`config.mk`:
```
export PLATFORM = sky130hd
export DESIGN_NAME = cexp_expander
export DESIGN_NICKNAME = d
export VERILOG_FILES = /design/src/rtl/cexp_pkg.sv /design/src/rtl/cexp_quad1.sv /design/src/rtl/cexp_quad2.sv /design/src/rtl/cexp_expander.sv
export SDC_FILE = /design/constraint.sdc
export NUM_CORES = 1
export LEC_CHECK = 0
export CELL_PAD_IN_SITES_DETAIL_PLACEMENT = 1
export CELL_PAD_IN_SITES_GLOBAL_PLACEMENT = 1
export CORE_MARGIN = 2
export CORE_UTILIZATION = 29
export CTS_CLUSTER_SIZE = 12
export DETAILED_ROUTE_END_ITERATION = 6
export GPL_TIMING_DRIVEN = 0
export PLACE_DENSITY = 0.8
export SLEW_MARGIN = 20
export SYNTH_ARGS = -nofsm -noshare
export SYNTH_HDL_FRONTEND = slang
export SYNTH_SLANG_ARGS = --single-unit
```
`constraint.sdc`:
```
create_clock -name clk -period 1.38 [get_ports clk]
set_clock_uncertainty 0.2 [all_clocks]
set_input_delay 0.276 -clock clk [delete_from_list [all_inputs] [get_ports clk]]
set_output_delay 0.276 -clock clk [all_outputs]
set_load 0.01 [all_outputs]
```
`src/rtl/cexp_pkg.sv`:
```
package cexp_pkg;
    localparam int ILEN = 32;
    localparam int CLEN = 16;
    localparam int RW   = 5;
    localparam int CRW  = 3;

    localparam logic [6:0] OPC_LOAD   = 7'b0000011;
    localparam logic [6:0] OPC_IMM    = 7'b0010011;
    localparam logic [6:0] OPC_IMM32  = 7'b0011011;
    localparam logic [6:0] OPC_STORE  = 7'b0100011;
    localparam logic [6:0] OPC_REG    = 7'b0110011;
    localparam logic [6:0] OPC_UPPER  = 7'b0110111;
    localparam logic [6:0] OPC_BRANCH = 7'b1100011;

    localparam logic [RW-1:0] REG_ZERO = 5'd0;
    localparam logic [RW-1:0] REG_SP   = 5'd2;

    // compact 3-bit field selects x8..x15
    function automatic logic [RW-1:0] win_reg(input logic [CRW-1:0] f);
        return {2'b01, f};
    endfunction

    function automatic logic [ILEN-1:0] fmt_i(input logic [11:0] imm, input logic [RW-1:0] rs1,
                                              input logic [2:0] f3, input logic [RW-1:0] rd,
                                              input logic [6:0] op);
        return {imm, rs1, f3, rd, op};
    endfunction

    function automatic logic [ILEN-1:0] fmt_s(input logic [11:0] imm, input logic [RW-1:0] rs2,
                                              input logic [RW-1:0] rs1, input logic [2:0] f3);
        return {imm[11:5], rs2, rs1, f3, imm[4:0], OPC_STORE};
    endfunction

    function automatic logic [ILEN-1:0] fmt_b(input logic [12:0] off, input logic [RW-1:0] rs1,
                                              input logic [2:0] f3);
        return {off[12], off[10:5], REG_ZERO, rs1, f3, off[4:1], off[11], OPC_BRANCH};
    endfunction

    function automatic logic [ILEN-1:0] fmt_u(input logic [19:0] imm, input logic [RW-1:0] rd);
        return {imm, rd, OPC_UPPER};
    endfunction

    function automatic logic [ILEN-1:0] fmt_r(input logic [RW-1:0] rs2, input logic [RW-1:0] rs1,
                                              input logic [RW-1:0] rd);
        return {7'b0000000, rs2, rs1, 3'b000, rd, OPC_REG};
    endfunction
endpackage

```
`src/rtl/cexp_quad1.sv`:
```
module cexp_quad1
    import cexp_pkg::*;
(
    input  logic [CLEN-1:2] c,
    output logic [ILEN-1:0] x,
    output logic            bad
);
    logic [RW-1:0] rd;
    logic [5:0]    imm6;
    logic [11:0]   simm;
    logic [12:0]   boff;

    assign rd   = c[11:7];
    assign imm6 = {c[12], c[6:2]};
    assign simm = {{6{c[12]}}, imm6};
    assign boff = {{4{c[12]}}, c[12], c[6:5], c[2], c[11:10], c[4:3], 1'b0};

    always_comb begin
        x   = '0;
        bad = 1'b0;
        unique case (c[15:13])
            3'b000: x = fmt_i(simm, rd, 3'b000, rd, OPC_IMM);
            3'b001: begin
                x   = fmt_i(simm, rd, 3'b000, rd, OPC_IMM32);
                bad = (rd == REG_ZERO);
            end
            3'b010: x = fmt_i(simm, REG_ZERO, 3'b000, rd, OPC_IMM);
            3'b011: begin
                x   = fmt_u({{14{c[12]}}, imm6}, rd);
                bad = (rd == REG_ZERO) || (rd == REG_SP) || (imm6 == 6'd0);
            end
            3'b110: x = fmt_b(boff, win_reg(c[9:7]), 3'b000);
            3'b111: x = fmt_b(boff, win_reg(c[9:7]), 3'b001);
            default: bad = 1'b1;
        endcase
    end
endmodule

```
`src/rtl/cexp_quad2.sv`:
```
module cexp_quad2
    import cexp_pkg::*;
(
    input  logic [CLEN-1:2] c,
    output logic [ILEN-1:0] x,
    output logic            bad
);
    logic [RW-1:0] rd;
    logic [RW-1:0] rs2;
    logic [11:0]   off_lw, off_ld, off_sw, off_sd;

    assign rd     = c[11:7];
    assign rs2    = c[6:2];
    assign off_lw = {4'b0, c[3:2], c[12], c[6:4], 2'b0};
    assign off_ld = {3'b0, c[4:2], c[12], c[6:5], 3'b0};
    assign off_sw = {4'b0, c[8:7], c[12:9], 2'b0};
    assign off_sd = {3'b0, c[9:7], c[12:10], 3'b0};

    always_comb begin
        x   = '0;
        bad = 1'b0;
        unique case (c[15:13])
            3'b000: x = fmt_i({6'b0, c[12], c[6:2]}, rd, 3'b001, rd, OPC_IMM);
            3'b010: begin
                x   = fmt_i(off_lw, REG_SP, 3'b010, rd, OPC_LOAD);
                bad = (rd == REG_ZERO);
            end
            3'b011: begin
                x   = fmt_i(off_ld, REG_SP, 3'b011, rd, OPC_LOAD);
                bad = (rd == REG_ZERO);
            end
            3'b100: begin
                x   = fmt_r(rs2, c[12] ? rd : REG_ZERO, rd);
                bad = (rs2 == REG_ZERO);
            end
            3'b110: x = fmt_s(off_sw, rs2, REG_SP, 3'b010);
            3'b111: x = fmt_s(off_sd, rs2, REG_SP, 3'b011);
            default: bad = 1'b1;
        endcase
    end
endmodule

```
`src/rtl/cexp_expander.sv`:
```
module cexp_expander
    import cexp_pkg::*;
(
    input  logic            clk,
    input  logic            rst_n,
    input  logic            in_valid,
    input  logic [ILEN-1:0] in_parcel,
    output logic            out_valid,
    output logic [ILEN-1:0] out_instr,
    output logic            out_compressed,
    output logic            out_illegal
);
    logic [ILEN-1:0] q1_x, q2_x, nx_instr;
    logic            q1_bad, q2_bad, nx_bad, nx_comp;

    cexp_quad1 u_q1 (.c(in_parcel[CLEN-1:2]), .x(q1_x), .bad(q1_bad));
    cexp_quad2 u_q2 (.c(in_parcel[CLEN-1:2]), .x(q2_x), .bad(q2_bad));

    always_comb begin
        nx_comp = (in_parcel[1:0] != 2'b11);
        unique case (in_parcel[1:0])
            2'b00: begin nx_instr = '0;        nx_bad = 1'b1;   end
            2'b01: begin nx_instr = q1_x;      nx_bad = q1_bad; end
            2'b10: begin nx_instr = q2_x;      nx_bad = q2_bad; end
            default: begin nx_instr = in_parcel; nx_bad = 1'b0; end
        endcase
    end

    always_ff @(posedge clk) begin
        if (!rst_n) begin
            out_valid      <= 1'b0;
            out_instr      <= '0;
            out_compressed <= 1'b0;
            out_illegal    <= 1'b0;
        end else begin
            out_valid <= in_valid;
            if (in_valid) begin
                out_instr      <= nx_instr;
                out_compressed <= nx_comp;
                out_illegal    <= nx_bad;
            end
        end
    end

    p_lat_r1: assert property (@(posedge clk) disable iff (!rst_n)
        in_valid |=> out_valid);
    p_idle_r1: assert property (@(posedge clk) disable iff (!rst_n)
        !in_valid |=> !out_valid);
    p_pass_r2: assert property (@(posedge clk) disable iff (!rst_n)
        (in_valid && in_parcel[1:0] == 2'b11) |=>
            (out_instr == $past(in_parcel) && !out_compressed && !out_illegal));
    p_full_len_r2: assert property (@(posedge clk) disable iff (!rst_n)
        (out_valid && !out_illegal) |-> (out_instr[1:0] == 2'b11));
    p_brwin_r3: assert property (@(posedge clk) disable iff (!rst_n)
        (out_valid && out_compressed && !out_illegal && out_instr[6:0] == OPC_BRANCH) |->
            (out_instr[19:18] == 2'b01 && out_instr[24:20] == 5'd0));
    p_q0_bad_r11: assert property (@(posedge clk) disable iff (!rst_n)
        (in_valid && in_parcel[1:0] == 2'b00) |=> out_illegal);
endmodule

```
* Yosys cells after proc, flatten, opt, wreduce, memory -nomap -nowiden
Cells that the tools add are included.
** Word-level totals
- Flip-flop bits (word level) :: 35
- Input bits :: 35
- Output and inout bits :: 35
- Word-level logic and storage cells :: 31
** Operators by class
- Equal/unequal tests :: 10
- Muxes and demuxes :: 7
- Reduce and logical (&&, ||, !) cells :: 10
** Operators with widths (number)
- 32-bit one-hot mux with 6 select lines :: 1
- 29-bit one-hot mux with 6 select lines :: 1
- 32-bit one-hot mux with 3 select lines :: 1
- 5-bit zero test :: 2
- 3-bit == test (second input constant) :: 3
- 1-bit one-hot mux with 3 select lines :: 3
- 3-bit by 2-bit == test with 1-bit output (second input constant) :: 2
- 6-bit zero test :: 1
- 5-bit by 2-bit == test with 1-bit output (second input constant) :: 1
- 5-bit two-way mux :: 1
- 4-bit OR reduction :: 1
- 3-bit by 1-bit == test with 1-bit output (second input constant) :: 1
- 3-bit zero test :: 1
- 3-bit OR reduction :: 1
- 2-bit by 1-bit == test with 1-bit output (second input constant) :: 1
- 2-bit == test (second input constant) :: 1
- 2-bit zero test :: 1
- 1-bit logical OR :: 2
- 2-bit inequality test (second input constant) :: 1
- 2-bit OR reduction :: 1

* Logic depth before layout (Yosys ltp)
Gate-level depths: netlist of run 1.
- Depth in word-level cells :: 5
- Mapped depth :: 6
- Mapped depth without buffers :: 4

* By module
A second synthesis of run 1 with hierarchy kept.
** Unflattened totals
- Cell total of the unflattened synthesis :: 345
- Area total of the unflattened synthesis :: 2487.4 um2
** By module, submodules not included
- cexp_expander :: times used 1, cells each 225, area an instance 1780.5 um2, sequential area each 700.7 um2
- cexp_quad1 :: times used 1, cells each 67, area an instance 375.4 um2, sequential area each 0.0 um2
- cexp_quad2 :: times used 1, cells each 53, area an instance 331.6 um2, sequential area each 0.0 um2

* Least setup slack after synthesis of run 1
OpenSTA, ideal clock, no wires.
- Path type :: in2reg
- From :: in in_parcel[15]
- To :: reg out_illegal
- Library setup time :: 0.066 ns
- Arrival time :: 1.235 ns
- Data required time :: 1.114 ns
- Slack :: -0.122 ns
- Stages on the path :: 5
- Path buffers :: 1
- Cell sequence :: buf_2 -> or3b_1 -> o21ai_1 -> a22oi_2 -> a21oi_2
** Between the ends
- Longest elaborated chain between the ends :: 4
- Elaborated cells between the ends (all ways) :: 13
- Classes of those cells :: 6 x eq/ne; 3 x mux; 4 x reduce/logical
** Ends and longest elaborated chain
- from (decl) :: RTL line cexp_expander.sv:7 : input logic [ILEN-1:0] in_parcel,
- 3-bit by 2-bit == test with 1-bit output (tied with other cells) :: RTL line cexp_quad1.sv:21, cexp_quad2.sv:22
- 4-bit OR reduction (no source line) (tied with other cells)
- 1-bit one-hot mux with 3 select lines, on equally long branches :: RTL line cexp_quad1.sv:21, cexp_quad2.sv:22
- 1-bit one-hot mux with 3 select lines * :: RTL line cexp_expander.sv:21 : unique case (in_parcel[1:0])
- to (signal assigned) :: RTL line cexp_expander.sv:40 : out_illegal <= nx_bad;
- to (decl) :: RTL line cexp_expander.sv:11 : output logic out_illegal
Mark *: on every way between the ends. The rest lies on a longest branch, timed or not.
A chain may end at the register's enable or synchronous reset.

* Worst setup path after layout of run 1
- From :: in in_parcel[11]
- To :: reg out_illegal
** Between the ends
- Longest elaborated chain between the ends :: 5
- Elaborated cells between the ends (all ways) :: 7
- Classes of those cells :: 1 x eq/ne; 3 x mux; 3 x reduce/logical
** Ends and longest elaborated chain
- 5-bit by 2-bit == test with 1-bit output or 5-bit zero test (tied branches) :: RTL line cexp_quad1.sv:30, cexp_quad1.sv:25, cexp_quad2.sv:26
- 1-bit logical OR (2 in series) :: RTL line cexp_quad1.sv:30 : bad = (rd == REG_ZERO) || (rd == REG_SP) || (imm6 == 6'd0);
- 1-bit one-hot mux with 3 select lines :: RTL line cexp_quad1.sv:21 : unique case (c[15:13])
- 1-bit one-hot mux with 3 select lines * :: RTL line cexp_expander.sv:21
Marks and branches as above.

==> results of run 1 <==
[layout by cell type, fill, tap and decap left out, types with 3 or more instances in the layout]
cell type	count
a31oi_1	3
clkdlybuf4s15_1	28
clkbuf_8	7
nor3_1	5
a21oi_2	10
dfxtp_1	35
a21oi_1	19
inv_1	5
a211oi_1	3
clkbuf_2	13
nand3_1	8
nor2b_2	3
o2bb2ai_1	3
clkbuf_4	3
nand2b_1	7
buf_2	6
o21ai_1	7
o221ai_2	3
buf_6	10
nor2b_1	3
clkdlybuf4s50_1	16
nor2_1	14
o21ai_0	22
buf_4	19
a221oi_2	3
dlygate4sd2_1	4
nand2_1	20
o21a_1	3
and2_1	3
buf_8	6
mux2i_1	4
[stage by stage]
stage / util [%] / instances
6_report: 48.76 / 461
5_1_grt: 48.76 / 461
4_1_cts: 46.70 / 458
3_5_place_dp: 41.94 / 440
3_3_place_gp: 41.94 / 440
2_1_floorplan: - / 272
[layer usage]
| layer | wire [um] | vias up |
|---|---|---|
| met4 | 155 | 0 |
| met5 | 0 | - |
| met2 | 4597 | 111 |
| li1 | - | 1184 |
| met3 | 551 | 18 |
| met1 | 3972 | 1284 |
[registers in the layout, summed over array words and instances (netlist names)]
register	flops
out_instr	32
out_compressed	1
out_illegal	1
out_valid	1
[logic make-up (layout without fill, tap and decap cells)]
kind of cell	count (synthesis)	count (layout)	share of synthesized area (%)
simple gates	84	84	21.24
flops	35	35	33.14
xor+xnor	2	2	0.8286
mux	5	5	2.367
buf+inv	33	123	6.627
compound gates	113	113	35.80
[synth_stat cells (2+ instances only)]
| library cell | count | share of area (%) |
|---|---|---|
| nor3_1 | 5 | 1.2 |
| clkbuf_1 | 14 | 2.5 |
| o211ai_1 | 2 | 0.71 |
| xor2_1 | 2 | 0.83 |
| o31ai_1 | 4 | 1.4 |
| mux2i_1 | 5 | 2.4 |
| dfxtp_1 | 35 | 33 |
| a21boi_0 | 2 | 0.71 |
| nand3_1 | 8 | 1.9 |
| a32o_1 | 2 | 0.95 |
| nand2_1 | 22 | 3.9 |
| nor2b_1 | 6 | 1.8 |
| a221oi_1 | 5 | 2.1 |
| nand2b_1 | 9 | 2.7 |
| or3_1 | 2 | 0.59 |
| buf_2 | 13 | 3.1 |
| inv_1 | 5 | 0.89 |
| a21oi_1 | 28 | 6.6 |
| a2bb2oi_1 | 3 | 1.2 |
| a22oi_1 | 2 | 0.71 |
| o21bai_1 | 2 | 0.71 |
| o22ai_1 | 4 | 1.2 |
| o221ai_1 | 4 | 1.7 |
| a31oi_1 | 5 | 1.5 |
| o21ai_0 | 27 | 6.4 |
| o21a_1 | 4 | 1.4 |
| and2_1 | 4 | 1.2 |
| a211oi_1 | 3 | 1.1 |
| o2bb2ai_1 | 5 | 2.1 |
| and3b_1 | 2 | 0.83 |
| or4_4 | 2 | 1.1 |
| o21ai_1 | 3 | 0.71 |
| nor2_1 | 15 | 2.7 |
[area by class of cell]
type	instances	area share, %
flip-flops and latches	35	20.14
plain buffers	22	6.616
clock buffers	6	2.373
inverters	6	0.7911
clock inverters	1	0.1438
repair buffers	88	23.70
well taps	99	3.560
multi-input cells	204	42.68
[power by group]
group | internal, mW | total (mW) | switching, mW
clock | 0.392 | 0.755 | 0.363
combinational | 0.410 | 0.855 | 0.445
sequential | 1.07 | 1.11 | 0.0329
[final timing paths]
| check | to | depth (start not counted) | start |
|---|---|---|---|
| worst max-delay path | out_illegal$_SDFFE_PN0P_ | 5 | in_parcel[11] |
| worst min register to register | out_instr[27]$_SDFFE_PN0P_ | 2 | out_instr[27]$_SDFFE_PN0P_ |
| worst max register to register | out_instr[15]$_SDFFE_PN0P_ | 4 | out_instr[15]$_SDFFE_PN0P_ |
| worst min-delay path | out_instr[2]$_SDFFE_PN0P_ | 3 | in_parcel[2] |
[what timing repair did]
item | in CTS | in global routing
resized for setup | 172 | 74
pin swaps | 22 | 20
setup endpoints to repair | 69 | 52
setup buffers | 13 | 4
endpoints found under the hold margin | 0 | 0
gates cloned | 1 | 1
[tightest hold or removal path: stages]
cell and delay [ns]:
buf_6 0.11, a21oi_2 0.05, nor2_1 0.08
==> results_dict.tcl, run 1 <==
set metrics [dict create \
    ant_nets 0 \
    htree_levels 2 \
    critPathMaxFanout 3 \
    regArea_um2 700.7 \
    crit_slowest_cell "or4_4" \
    remaining_drc_errors 0 \
    syn_area_per_cell_um2 7.774 \
    fmax_mhz 725.9 \
    port_buffers 69 \
    fin_ws_ns 0.002390 \
    core_area_mm2 0.007137 \
    finalCritPeriodShare_pct 99.83 \
    synthesis.area_mm2 0.002115 \
    drtIter0Drc 132 \
    first_global_vias 2597 \
    slew_viol_final 0 \
    grt_busiest_layer "met2" \
    path_delay_family "simple AND/OR/NAND/NOR gates" \
    fin_area_mm2 0.003480 \
    worstPathRequired_ns 1.40 \
    wl_um 9277 \
    post-place-ws_ns -0.9986 \
    post_dp_cell_area_mm2 0.002993 \
    multi_input_area_mm2 0.001485 \
    worstMarginPinSlew_ns 0.4669 \
    grt_antenna_before_repair 0 \
    use_met2_pct 39.66 \
    grt_pass1_wl_um 14000 \
    slew_headroom_pct 68.87 \
    cp.arrival_ns 1.40 \
    synth_ff_type "dfxtp_1" \
    p_per_area_mw_per_mm2 780.5 \
    cts_made_buffers 5 \
    yosysWarnings 0 \
    crit_chain "buf_6, or4_4, o21bai_1, a22oi_2, a21oi_2" \
    ys_types 51 \
    fp.dieH_um 89.39 \
    end_kind "register" \
    setup_violations 0 \
    row_count 31 \
    root_buffer "clkbuf_8" \
    synth_edf_count 0 \
    clkSlewWorstSetupHoldPaths_ns 0.07 \
    syn_inst 272 \
    setup_tns_ns 0 \
    synth_nets 307 \
    worst_setup_path_start_kind "input port" \
    synthArstFlopShare_pct 0 \
    maxCapViolations 0 \
    synth-seq-area-share_pct 33.14 \
    grt_use_met1_pct 29.94 \
    p_total_mw 2.716 \
    via_count 2597 \
    grt_use_total_pct 23.29 \
    dp_hpwl_um 6400 \
    cts_tree "built" \
    ir_drop_v 0.0005794 \
    viasPerCell 5.633 \
    hold_viol 0 \
    boundaryPins 70 \
    start_util_pct 29.63 \
    rrSetupSlack_ns 0.45 \
    wire_per_inst_um 20.12 \
    dieArea_mm2 0.007991 \
    ys_ff_latch 35 \
    path_class "input port to register" \
    status "finished, final reports clean" \
    rsz0062_at_grt "true" \
    clk_latency_ns 0.28 \
    cts.sinks 35 \
    fin_nets 397 \
    hold-worst-slack_ns 0.07906 \
    gp_congestion 0.9337 \
    antenna_cells 0 \
    grt_max_degree 11 \
    p_leak_nw 1.370 \
    period_minus_slack_ns 1.378 \
    path_buf_inv 1 \
    cpPeakStageDelay_ns 0.57 \
    cts_max_path_buffers 2 \
    dr.pass1.iters 4 \
    syn_to_final_growth_pct 64.56 \
    final_layout_size_suffix_gt1_share_pct 33.70 \
    overflow 0 \
    nFillCells 866 \
    holdBufCountCts 0 \
    min_path_type "input port to register" \
    grtUsageMet3_pct 4.247 \
    dieWidth_um 89.39 \
]
Power figures use the tool's default switching activity.
==> run 2, diff against run 1 <==
--- a/config.mk
+++ b/config.mk
@@ -13,6 +13,7 @@
 export DETAILED_ROUTE_END_ITERATION = 6
 export GPL_TIMING_DRIVEN = 0
 export PLACE_DENSITY = 0.8
+export SKIP_LAST_GASP = 1
 export SLEW_MARGIN = 20
 export SYNTH_ARGS = -nofsm -noshare
 export SYNTH_HDL_FRONTEND = slang
==> results_dict.tcl, run 2 (synthesis gave the netlist of run 1 again) <==
set metrics [dict create \
    core_area_mm2 0.007137 \
    period_minus_slack_ns 1.388 \
    grt_pass1_wl_um 14000 \
    fmax_mhz 720.6 \
    htree_levels 2 \
    wl_um 9486 \
    crit_slowest_cell "a221oi_1" \
    mostFrequentLayoutCells "dfxtp_1 (35), clkdlybuf4s15_1 (27), o21ai_0 (22)" \
    path_buf_inv 3 \
    ir_drop_v 0.0005818 \
    clkSlewWorstSetupHoldPaths_ns 0.07 \
    cts_tree "built" \
    slew_headroom_pct 69.54 \
    grt_antenna_before_repair 0 \
    port_buffers 69 \
    fin_ws_ns -0.007757 \
    fp.dieH_um 89.39 \
    remaining_drc_errors 0 \
    worst_setup_path_start_kind "input port" \
    largest_register_ffs 32 \
    worstMarginPinSlew_ns 0.4570 \
    gp_congestion 0.9337 \
    worstPathRequired_ns 1.35 \
    crit_chain "buf_4, buf_8, buf_6, o21bai_1, o2bb2ai_1, a221oi_1, nor2_1" \
    path_class "input port to register" \
    path_delay_family "compound AO/OA/AOI/OAI gates" \
    fin_util_pct 48.91 \
    drtIter0Drc 158 \
    p_per_area_mw_per_mm2 781.8 \
    hold_viol 0 \
    nFillCells 870 \
    slew_viol_final 0 \
    status "complete, but fails checks" \
    setup_tns_ns -0.01761 \
    final_layout_size_suffix_gt1_share_pct 34.44 \
    via_count 2587 \
    critPathMaxFanout 10 \
    min_path_type "input port to register" \
    p_leak_nw 1.382 \
    dieWidth_um 89.39 \
    wire_per_inst_um 20.53 \
    setup_violations 3 \
    antenna_cells 0 \
    cts_made_buffers 5 \
    cts.sinks 35 \
    finalCritPeriodShare_pct 100.6 \
    first_global_vias 2597 \
    clk_latency_ns 0.28 \
    end_kind "register" \
    dr.pass1.iters 4 \
    start_util_pct 29.63 \
    root_buffer "clkbuf_8" \
    multi_input_area_mm2 0.001498 \
    post_dp_cell_area_mm2 0.002993 \
    grt_use_total_pct 23.29 \
    maxCapViolations 0 \
    cts_max_path_buffers 2 \
    boundaryPins 70 \
    dieArea_mm2 0.007991 \
    regMostFlops "out_instr" \
    overflow 0 \
    fin_area_mm2 0.003491 \
    cpPeakStageDelay_ns 0.29 \
    final_common_cell "dfxtp_1" \
    grt_max_degree 11 \
    violations "setup timing" \
    viasPerCell 5.600 \
    regArea_um2 700.7 \
    dp_hpwl_um 6400 \
    ant_nets 0 \
    rsz0062_at_grt "true" \
    row_count 31 \
    fin_nets 398 \
    hold-worst-slack_ns 0.07186 \
    cp.arrival_ns 1.36 \
    syn_to_final_growth_pct 65.09 \
]
[run 2: cell count changes in the layout (fill, tap and decap cells not counted), sizes merged]
cell | previous run | this run
buf | 42 | 41
dlymetal6s2s | 0 | 1
dlygate4sd2 | 4 | 3
clkdlybuf4s15 | 28 | 27
clkbuf | 25 | 27
and2 | 4 | 5
[run 2: metrics by stage]
| step | setup slack (ns) | cells | power (mW) |
|---|---|---|---|
| final | -0.007757 | 462 | 2.729 |
| after global routing | -0.03368 | 462 | 2.847 |
| after floorplan | -0.1191 | 272 | 1.490 |
| after CTS | -0.08271 | 458 | 2.669 |
| after detailed placement | -0.9986 | 440 | 1.864 |
| after global placement | -0.9655 | 440 | 1.853 |
[run 2: layout make-up]
cell class	instances	area share [%]
Multi-Input combinational cell	205	42.90
Timing Repair Buffer	88	23.58
Sequential cell	35	20.07
Buffer	22	6.595
Tap cell	99	3.548
Clock buffer	6	2.366
Inverter	6	0.7885
Clock inverter	1	0.1434
[run 2: worst paths after layout]
check        cells past startpoint                  startpoint                         end  slack [ns]
max reg2reg                      4  out_instr[15]$_SDFFE_PN0P_  out_instr[15]$_SDFFE_PN0P_        0.45
min                              3                in_parcel[2]   out_instr[2]$_SDFFE_PN0P_        0.07
min reg2reg                      2  out_instr[27]$_SDFFE_PN0P_  out_instr[27]$_SDFFE_PN0P_        0.26
max                              7                in_parcel[0]   out_instr[8]$_SDFFE_PN0P_      -0.008
[run 2: what timing repair did]
item                       CTS  global route
pin swaps                   21            20
setup buffers               13             4
setup endpoints to repair   69            57
hold buffers                 0             0
cloned                       1             2
gates resized for setup    170            77
[run 2: per-layer routing]
metal | GRT usage [%] | vias to the layer above | share of wire (%)
li1 | - | 1187 | -
met1 | 29.94 | 1280 | 43
met2 | 39.66 | 104 | 50
met3 | 4.247 | 16 | 5.6
met4 | 6.920 | 0 | 1.1
met5 | 0 | - | 0
[run 2: tightest hold or removal path, stage by stage]
cell and delay, ns:
buf_6 0.11, a21oi_2 0.05, nor2_1 0.07
[run 2: report_power, final]
part	internal (mW)	switching, mW
sequential	1.07	0.0328
combinational	0.412	0.452
clock	0.392	0.368
total	1.88	0.852
==> run 3, diff against run 2 <==
--- a/config.mk
+++ b/config.mk
@@ -12,6 +12,7 @@
 export CTS_CLUSTER_SIZE = 12
 export DETAILED_ROUTE_END_ITERATION = 6
 export GPL_TIMING_DRIVEN = 0
+export MAX_ROUTING_LAYER = met4
 export PLACE_DENSITY = 0.8
 export SKIP_LAST_GASP = 1
 export SLEW_MARGIN = 20
==> results_dict.tcl, run 3 (synthesis gave the netlist of run 1 again) <==
set metrics [dict create \
    status "complete, but fails checks" \
    violations "setup timing" \
    grt_antenna_before_repair 0 \
    mostFrequentLayoutCells "dfxtp_1 (35), clkbuf_2 (29), a21oi_1 (25)" \
    htree_levels 2 \
    grt_pass1_wl_um 14010 \
    post-place-ws_ns -0.9768 \
    p_per_area_mw_per_mm2 817.8 \
    final_common_cell "dfxtp_1" \
    critPathMaxFanout 7 \
    gp_congestion 0.9420 \
    multi_input_area_mm2 0.001466 \
    fin_cells 457 \
    antenna_cells 0 \
    power_switching_share_pct 33.20 \
    core_area_mm2 0.007137 \
    power_frac_comb_pct 29.8 \
    p_total_mw 2.686 \
    clockPowerShare_pct 29.1 \
    port_buffers 69 \
    fmax_mhz 723.5 \
    via_count 2479 \
    worstPathRequired_ns 1.43 \
    hold_depth 3 \
    cts_max_path_buffers 2 \
    cts.sinks 35 \
    post_dp_cell_area_mm2 0.002993 \
    hold_viol 0 \
    setup_violations 1 \
    regMostFlops "out_instr" \
    p_leak_nw 1.321 \
    min_path_type "input port to register" \
    wl_met2_um 4356 \
    cts_tree "built" \
    first_global_vias 2546 \
    ir_drop_v 0.0004549 \
    start_util_pct 29.63 \
    r2r_cells 4 \
    fin_area_mm2 0.003284 \
    slew_viol_final 0 \
    holdBufCountCts 0 \
    path_class "input port to register" \
    nFillCells 880 \
    period_minus_slack_ns 1.382 \
    grt_max_degree 12 \
    ant_nets 0 \
    regArea_um2 700.7 \
    viasPerCell 5.425 \
    slew_headroom_pct 69.75 \
    cp.arrival_ns 1.43 \
    power.internal_mw 1.794 \
    finalCritPeriodShare_pct 100.2 \
    dp_hpwl_um 6424 \
    seqPwrFrac_pct 41.1 \
    cts_made_buffers 5 \
    top_layer "met4" \
    maxCapViolations 0 \
    drtIter0Drc 143 \
    row_count 31 \
    final_layout_size_suffix_gt1_share_pct 35.47 \
    grt_use_total_pct 24.46 \
    end_kind "register" \
    boundaryPins 70 \
    worst_setup_path_start_kind "input port" \
    largest_register_ffs 32 \
    fin_util_pct 46.02 \
    remaining_drc_errors 0 \
    wire_per_inst_um 19.77 \
    clk_latency_ns 0.30 \
    root_buffer "clkbuf_8" \
    p_switching_mw 0.8917 \
    wl_met3_um 434 \
    wl_um 9035 \
    fin_nets 392 \
    clkSlewWorstSetupHoldPaths_ns 0.08 \
    fp.dieH_um 89.39 \
    dieArea_mm2 0.007991 \
    syn_to_final_growth_pct 55.33 \
    dieWidth_um 89.39 \
    worstMarginPinSlew_ns 0.4537 \
    fin_ws_ns -0.002199 \
    overflow 0 \
    drt-met1-wl_um 4085 \
    dr.pass1.iters 4 \
    dp.cells 440 \
    rsz0062_at_grt "true" \
]
[run 3: changes by cell type in the layout (fill, tap and decap cells not counted), moves of 3 or more]
cell,change
buf_8,-3
buf_2,+7
buf_4,-8
buf_6,+3
clkbuf_2,+14
o21ai_1,-3
a21oi_1,+6
clkdlybuf4s15_1,-19
a21oi_2,-8
[run 3: area by class of cell]
cell class	instances	share of cell area, %
multi-input cells	204	44.65
well taps	99	3.771
clock buffers	6	2.210
flip-flops and latches	35	21.33
clock inverters	2	0.3810
plain buffers	24	7.924
repair buffers	81	18.90
inverters	6	0.8381
[run 3: worst paths after layout]
| check | start | to | slack (ns) |
|---|---|---|---|
| setup / recovery | in_parcel[2] | out_illegal$_SDFFE_PN0P_ | -0.002 |
| hold / removal | in_parcel[2] | out_instr[2]$_SDFFE_PN0P_ | 0.07 |
| setup reg to reg | out_instr[15]$_SDFFE_PN0P_ | out_instr[15]$_SDFFE_PN0P_ | 0.44 |
| hold reg to reg | out_instr[24]$_SDFFE_PN0P_ | out_instr[24]$_SDFFE_PN0P_ | 0.26 |
[run 3: power groups by stage]
stage               combinational, mW  clock, mW  sequential [mW]
floorplan                       0.335          0             1.15
global placement                0.727          0             1.13
detailed placement              0.737          0             1.13
CTS                             0.791      0.785             1.10
global route                    0.859      0.818             1.11
finish                          0.800      0.782             1.10
[run 3: through the flow]
stage	TNS [ns]	hold slack, ns
detailed placement	-28.60	0.2438
floorplan	-0.2730	0.2102
CTS	-0.03914	0.06976
global placement	-28.73	0.2384
global route	-0.1786	0.09954
finish	-0.002199	0.07155
[run 3: what timing repair did]
| item | in CTS | in global routing |
|---|---|---|
| pin swaps | 18 | 5 |
| gates cloned | 1 | 1 |
| endpoints found under the setup margin | 70 | 55 |
| gates resized for setup | 181 | 64 |
| setup buffers | 10 | 0 |
[run 3: metal layers]
metal | vias to the layer above | GRT usage (%)
li1 | 1175 | -
met1 | 1206 | 31.44
met2 | 84 | 39.87
met3 | 14 | 3.786
met4 | 0 | 6.784
met5 | - | -
[run 3: worst max-delay path, stage by stage]
cell and delay, ns:
buf_6 0.11, or4_4 0.57, o31ai_4 0.25, o21ai_2 0.09, a21oi_2 0.13
